$ cat src/rtl/wdog_pkg.sv
package wdog_pkg;
  localparam int unsigned CNT_W = 8;

  typedef enum logic [1:0] {
    ADDR_CTRL   = 2'd0,
    ADDR_RELOAD = 2'd1,
    ADDR_FEED   = 2'd2,
    ADDR_SPARE  = 2'd3
  } reg_addr_e;

  localparam int unsigned BIT_RUN     = 0;
  localparam int unsigned BIT_REFRESH = 1;
  localparam int unsigned BIT_STATUS  = 2;
  localparam int unsigned BIT_MODE    = 3;
  localparam int unsigned BIT_FORCE   = 6;

  localparam logic [CNT_W-1:0] FEED_FIRST  = 8'hAA;
  localparam logic [CNT_W-1:0] FEED_SECOND = 8'h55;
endpackage

$ cat src/rtl/wdog_feed_lock.sv
module wdog_feed_lock
  import wdog_pkg::*;
(
  input  logic             clk,
  input  logic             rst,
  input  logic             we,
  input  logic [1:0]       addr,
  input  logic [CNT_W-1:0] wdata,
  output logic             unlocked
);
  logic armed_q;
  logic unlock_q;
  logic is_feed;

  assign is_feed  = (addr == ADDR_FEED);
  assign unlocked = unlock_q;

  // Every write re-evaluates both flags, so any intervening write breaks
  // the sequence and the unlock lasts for exactly one following write.
  always_ff @(posedge clk) begin
    if (rst) begin
      armed_q  <= 1'b0;
      unlock_q <= 1'b0;
    end else if (we) begin
      armed_q  <= is_feed && (wdata == FEED_FIRST);
      unlock_q <= armed_q && is_feed && (wdata == FEED_SECOND);
    end
  end

  // the unlock is consumed by the next write, whatever it is
  assert_single_unlock_R8: assert property (@(posedge clk) disable iff (rst)
    (unlock_q && we) |=> !unlock_q);
endmodule

$ cat src/rtl/wdog_tick_count.sv
module wdog_tick_count
  import wdog_pkg::*;
#(
  parameter int unsigned PRESCALE = 344064
) (
  input  logic             clk,
  input  logic             rst,
  input  logic             run,
  input  logic             load,
  input  logic [CNT_W-1:0] reload,
  output logic [CNT_W-1:0] count,
  output logic             ovf
);
  localparam int unsigned PW = (PRESCALE > 1) ? $clog2(PRESCALE) : 1;
  localparam logic [CNT_W-1:0] LAST_STEP = CNT_W'((2 ** CNT_W) - 2);

  logic [CNT_W-1:0] cnt_q;
  logic             tick;

  generate
    if (PRESCALE > 1) begin : g_div
      logic [PW-1:0] pre_q;
      assign tick = run && (pre_q == PW'(PRESCALE - 1));
      always_ff @(posedge clk) begin
        if (rst || load || tick) pre_q <= '0;
        else if (run)            pre_q <= pre_q + 1'b1;
      end
    end else begin : g_nodiv
      assign tick = run;
    end
  endgenerate

  // The step that would reach the all-ones value counts as the overflow.
  assign ovf   = tick && !load && (cnt_q >= LAST_STEP);
  assign count = cnt_q;

  always_ff @(posedge clk) begin
    if (rst)        cnt_q <= '0;
    else if (load)  cnt_q <= reload;
    else if (ovf)   cnt_q <= reload;
    else if (tick)  cnt_q <= cnt_q + 1'b1;
  end

  // an overflow leaves the counter at the reload value
  assert_wrap_reload_R3: assert property (@(posedge clk) disable iff (rst)
    ovf |=> (count == $past(reload)));
  // with no run and no load the counter holds
  assert_hold_stopped_R6: assert property (@(posedge clk) disable iff (rst)
    (!run && !load) |=> $stable(count));
endmodule

$ cat src/rtl/wdog_rst_stretch.sv
module wdog_rst_stretch #(
  parameter int unsigned RST_LEN = 196
) (
  input  logic clk,
  input  logic rst,
  input  logic trigger,
  output logic rst_out
);
  localparam int unsigned LW = $clog2(RST_LEN + 1);

  logic [LW-1:0] left_q;
  logic          out_q;

  always_ff @(posedge clk) begin
    if (rst) begin
      left_q <= '0;
      out_q  <= 1'b0;
    end else if (left_q != '0) begin
      left_q <= left_q - 1'b1;
      out_q  <= (left_q != LW'(1));
    end else if (trigger) begin
      left_q <= LW'(RST_LEN);
      out_q  <= 1'b1;
    end
  end

  assign rst_out = out_q;

  // the pulse is never a single clock
  assert_min_pulse_R9: assert property (@(posedge clk) disable iff (rst)
    $rose(rst_out) |=> rst_out);
endmodule

$ cat src/rtl/wdog_timer.sv
module wdog_timer
  import wdog_pkg::*;
#(
  parameter int unsigned PRESCALE = 344064,
  parameter int unsigned RST_LEN  = 196
) (
  input  logic       clk,
  input  logic       rst,
  input  logic [1:0] bus_addr,
  input  logic       bus_we,
  input  logic [7:0] bus_wdata,
  output logic [7:0] bus_rdata,
  input  logic       irq_en,
  output logic       irq_pulse,
  output logic       sys_rst
);
  logic             mode_q, run_q, force_q, status_q, irq_q;
  logic [CNT_W-1:0] reload_q, rdata_q, rd_next, count;
  logic             unlocked, ctrl_wr, refresh, ovf, cnt_run;

  wdog_feed_lock u_lock (
    .clk(clk), .rst(rst), .we(bus_we), .addr(bus_addr),
    .wdata(bus_wdata), .unlocked(unlocked)
  );

  assign ctrl_wr = bus_we && (bus_addr == ADDR_CTRL) && (!mode_q || unlocked);
  assign refresh = ctrl_wr && bus_wdata[BIT_REFRESH];
  assign cnt_run = run_q || (mode_q && force_q);

  wdog_tick_count #(.PRESCALE(PRESCALE)) u_count (
    .clk(clk), .rst(rst), .run(cnt_run), .load(refresh),
    .reload(reload_q), .count(count), .ovf(ovf)
  );

  wdog_rst_stretch #(.RST_LEN(RST_LEN)) u_stretch (
    .clk(clk), .rst(rst), .trigger(ovf && mode_q), .rst_out(sys_rst)
  );

  always_ff @(posedge clk) begin
    if (rst) begin
      mode_q   <= 1'b0;
      run_q    <= 1'b0;
      force_q  <= 1'b0;
      status_q <= 1'b0;
      reload_q <= '0;
      irq_q    <= 1'b0;
    end else begin
      irq_q <= ovf && !mode_q && irq_en;
      if (bus_we && (bus_addr == ADDR_RELOAD)) reload_q <= bus_wdata;
      if (ctrl_wr) begin
        run_q <= bus_wdata[BIT_RUN];
        if (bus_wdata[BIT_MODE])   mode_q   <= 1'b1;
        if (bus_wdata[BIT_STATUS]) status_q <= 1'b0;
      end
      if (ovf && mode_q)                          force_q <= 1'b0;
      else if (ctrl_wr && bus_wdata[BIT_FORCE])   force_q <= 1'b1;
      if (ovf) status_q <= 1'b1;
    end
  end

  always_comb begin
    rd_next = '0;
    case (bus_addr)
      ADDR_CTRL: begin
        rd_next[BIT_RUN]    = run_q;
        rd_next[BIT_STATUS] = status_q;
        rd_next[BIT_MODE]   = mode_q;
        rd_next[BIT_FORCE]  = force_q;
      end
      ADDR_RELOAD: rd_next = reload_q;
      ADDR_FEED:   rd_next = count;
      default:     rd_next = '0;
    endcase
  end

  always_ff @(posedge clk) begin
    if (rst) rdata_q <= '0;
    else     rdata_q <= rd_next;
  end

  assign bus_rdata = rdata_q;
  assign irq_pulse = irq_q;

  // single-cycle request, never in watchdog mode
  assert_irq_single_R4: assert property (@(posedge clk) disable iff (rst)
    irq_pulse |=> !irq_pulse);
  assert_irq_timer_only_R4: assert property (@(posedge clk) disable iff (rst)
    irq_pulse |-> !$past(mode_q));
  // mode is sticky once set
  assert_mode_sticky_R7: assert property (@(posedge clk) disable iff (rst)
    mode_q |=> mode_q);
  // status only rises on an overflow
  assert_status_cause_R5: assert property (@(posedge clk) disable iff (rst)
    $rose(status_q) |-> $past(ovf));
  // a watchdog-mode control write without unlock leaves run unchanged
  assert_locked_write_R8: assert property (@(posedge clk) disable iff (rst)
    (mode_q && bus_we && (bus_addr == ADDR_CTRL) && !unlocked) |=> $stable(run_q));
endmodule

$ cat config.mk
export PLATFORM = sky130hd
export DESIGN_NAME = wdog_timer
export DESIGN_NICKNAME = d
export VERILOG_FILES = /design/src/rtl/wdog_pkg.sv /design/src/rtl/wdog_feed_lock.sv /design/src/rtl/wdog_tick_count.sv /design/src/rtl/wdog_rst_stretch.sv /design/src/rtl/wdog_timer.sv
export SDC_FILE = /design/constraint.sdc
export NUM_CORES = 1
export LEC_CHECK = 0
export BUFFER_PORTS_ARGS = -buffer_cell sky130_fd_sc_hd__clkbuf_2
export CAP_MARGIN = 20
export CORE_ASPECT_RATIO = 0.9
export CORE_MARGIN = 4
export CORE_UTILIZATION = 59
export CTS_CLUSTER_DIAMETER = 50
export DETAILED_ROUTE_END_ITERATION = 6
export GPL_ROUTABILITY_DRIVEN = 0
export MAX_ROUTING_LAYER = met4
export PLACE_DENSITY = 0.88
export RECOVER_POWER = 50
export SYNTH_ARGS = -nofsm -noshare
export SYNTH_HDL_FRONTEND = slang
export SYNTH_SLANG_ARGS = --single-unit
$ cat constraint.sdc
create_clock -name clk -period 2.3 [get_ports clk]
set_input_delay 0.46 -clock clk [delete_from_list [all_inputs] [get_ports clk]]
set_output_delay 0.46 -clock clk [all_outputs]
set_load 0.02 [all_outputs]
==> impl_results.md <==
* Status: complete, no violations
* Finished Core Util at 70.29%
* Die Wd at 80.47 um
* Fin crit share at 91.15%
* DRT iter0 DRCs at 243
* Final worst setup slack at 0.2035 ns
* Chip Height at 73.23 um
* Wire length on met3 at 369 um
* CTS tree: done
* Worst rel slew slack at 44.26%
* Placed cells at 405
* Reg clk slew, reported paths at 0.06 ns
* CTS root buf: clkbuf_8
* Layout cells sized above 1 at 10.53%
* Overall Power at 2.621 mW
* # DRC at 0
* Count of cell types in the netlist at 48
* Share of the synthesized area in the top cell type at 42.35%
* Final Hold Viols at 0
* Number of synthesized register bits at 59
* Cell taking the most area after synthesis: dfxtp_1
* CP max FO at 6
* Post-layout nets at 380
* First-pass GRT wire length at 10080 um
* Final Skew at 0.007673 ns
* Antenna violations before repair at 0
* Fmax at 0.4770 GHz
* PD cells at 825.5 nW/um^2
* Routed len/inst at 14.10 um
* Worst skew pair latency at 0.34 ns
* Max Slew Vio Count at 0
* Critical Path AT at 2.34 ns
* Most frequent cell after synthesis: dfxtp_1
* Clock Sinks at 59
* DR top layer: met4
* Gr usage total at 22.94%
* RSZ-0062 raised after global routing: no
* Placement Setup Slack at 0.1340 ns
* Vias at 2441
* I/O Buffers at 23
* Cells after synthesis at 324
* Hold_ws at 0.3632 ns
* Grt total ovfl at 0
* Endpoint class of the critical path: flip-flop
* Setup CP Type: reg2reg
* HPWL after detailed placement at 4200 um
* M1 WL at 2722 um
* Max cap viols at 0
* Dpl cell area at 2988 sq um
* Pin count of the biggest net entering global routing at 28
* Met2 Routed Length at 2795 um
* Vias in the first global route at 2173
* CTS Buf Count at 9
* Setup TNS at 0 ns
* Die ar. at 5892 sq um
* Worst VDD drop at 0.7296 mV
* Post-synth ARST share at 0%
* Startpoint types: flip-flop
* Ys Warns at 0
* Post-route minimum period at 2.097 ns
* Layout Cells excl Fill at 423
* Primary FF master, synth: dfxtp_1
* Hold Path Class: in2reg
* Mapped Nets at 348
* Core box area at 4518 sq um
* Antenna diodes at 0
* Starting density of the core at 61.73%
* Sequential share of the synthesized area at 42.35%
* H-tree depth at 3
* Hold_buf cts at 0
* Core Rows at 23
* Routed Antenna Nets at 0
* Final WL at 5964 um
* Avg Vias per Cell at 5.771
* IO Count at 24
* Mean Syn Cell Area at 8.608 sq um
* CTS Buffer Depth at 2
* Pre-antenna DRT Iters at 6
* Synth area leaders: dfxtp_1, a21oi_1, nand3_1
* Leakage at 1.225 nW
* Final instance area at 3176 sq um
* Synth cell count leaders: dfxtp_1, nor2_1, nand2_1, a21oi_1, nand3_1
* Setup Viol. Count Final at 0
* Worst Tran Pin Value at 0.8343 ns
* Post-CTS Resized at 0
* Post-synthesis cell area at 2789 sq um
* CP required at 2.54 ns
* Area Growth Syn to Fin at 13.86%
* Number of flops mapped to enable cells by yosys at 0
state kept, by name (all words and copies together) (netlist names), 8 cells and up:
signal               cells
bus_rdata                8
reload_q                 8
u_count.count            8
u_count.g_div.pre_q     19
u_stretch.left_q         8
critical path, stage by stage (launching register included):
cell and delay, ns:
dfxtp_1 0.33, or4b_4 0.55, nor4_4 0.27, nand4_1 0.29, and4b_1 0.29, a311oi_1 0.26
where the power goes:
group	total (mW)	switching [mW]	internal [mW]
clock	0.888	0.380	0.508
combinational	0.549	0.319	0.230
sequential	1.18	0.0815	1.10
cell families after synthesis:
| kind of cell | Yosys count | synth area share (%) |
|---|---|---|
| AND/OR/NAND/NOR | 151 | 28.85 |
| AO/OA/AOI/OAI | 61 | 14.09 |
| flip-flops | 59 | 42.35 |
| XOR/XNOR | 20 | 6.281 |
| buffers and inverters | 20 | 2.871 |
| adder cells (fa/ha/maj) | 10 | 4.486 |
| multiplexers | 3 | 1.077 |
metal layers:
metal  up-vias  global-route usage (%)
li1       1234                       -
met2        91                   34.83
met4         0                   7.692
met5         -                       -
met1      1108                   28.46
met3         8                   8.148
cells in the final DEF (no fill, tap or decap), types with 2 or more instances in the layout:
cell	netlist	final
buf_4	1	8
nor4bb_1	3	3
a222oi_1	4	4
nand2b_1	5	5
nor3_1	14	14
o21ai_0	7	7
xnor2_1	6	6
and4_1	4	4
clkbuf_8	0	13
and4b_1	2	2
and3_1	6	6
clkbuf_1	8	15
and2_0	1	3
ha_1	10	10
nor4b_1	2	2
clkbuf_2	0	11
o2bb2ai_1	3	3
a31oi_1	6	6
a311oi_1	2	2
nand2_1	29	29
or4_1	2	2
dfxtp_1	59	59
a221o_1	2	2
nand3_1	28	28
nand4_1	5	5
xor2_1	14	14
a22oi_1	4	4
nor3b_1	2	2
a21oi_1	28	28
nor2_1	34	34
and2_1	4	2
mux2i_1	3	3
inv_1	9	9
path summary, 6_finish.rpt:
kind                                         startpoint                end  slack [ns]  depth (start not counted)
worst max-delay path            u_count.g_div.pre_q[14]  u_stretch.rst_out        0.20                          5
worst min-delay path                             irq_en          irq_pulse        0.36                          3
worst max register to register  u_count.g_div.pre_q[14]  u_stretch.rst_out        0.20                          5
worst min register to register           u_lock.armed_q     u_lock.armed_q        0.47                          2
final cells by class:
cell class | count | area [sq um]
tap | 62 | 77.57
inverter | 9 | 33.78
fill | 376 | 1343
timing repair buffer | 32 | 163.9
clock buffer | 15 | 186.4
multi-input combinational | 245 | 1528
sequential | 59 | 1181
clock inverter | 1 | 5.005
repair_timing:
action / CTS / global route
setup endpoints to repair: 0 / 1
endpoints found under the hold margin: 0 / 0
buffers inserted: 0 / 2
Note: power is estimated with default switching activity, not from simulation.
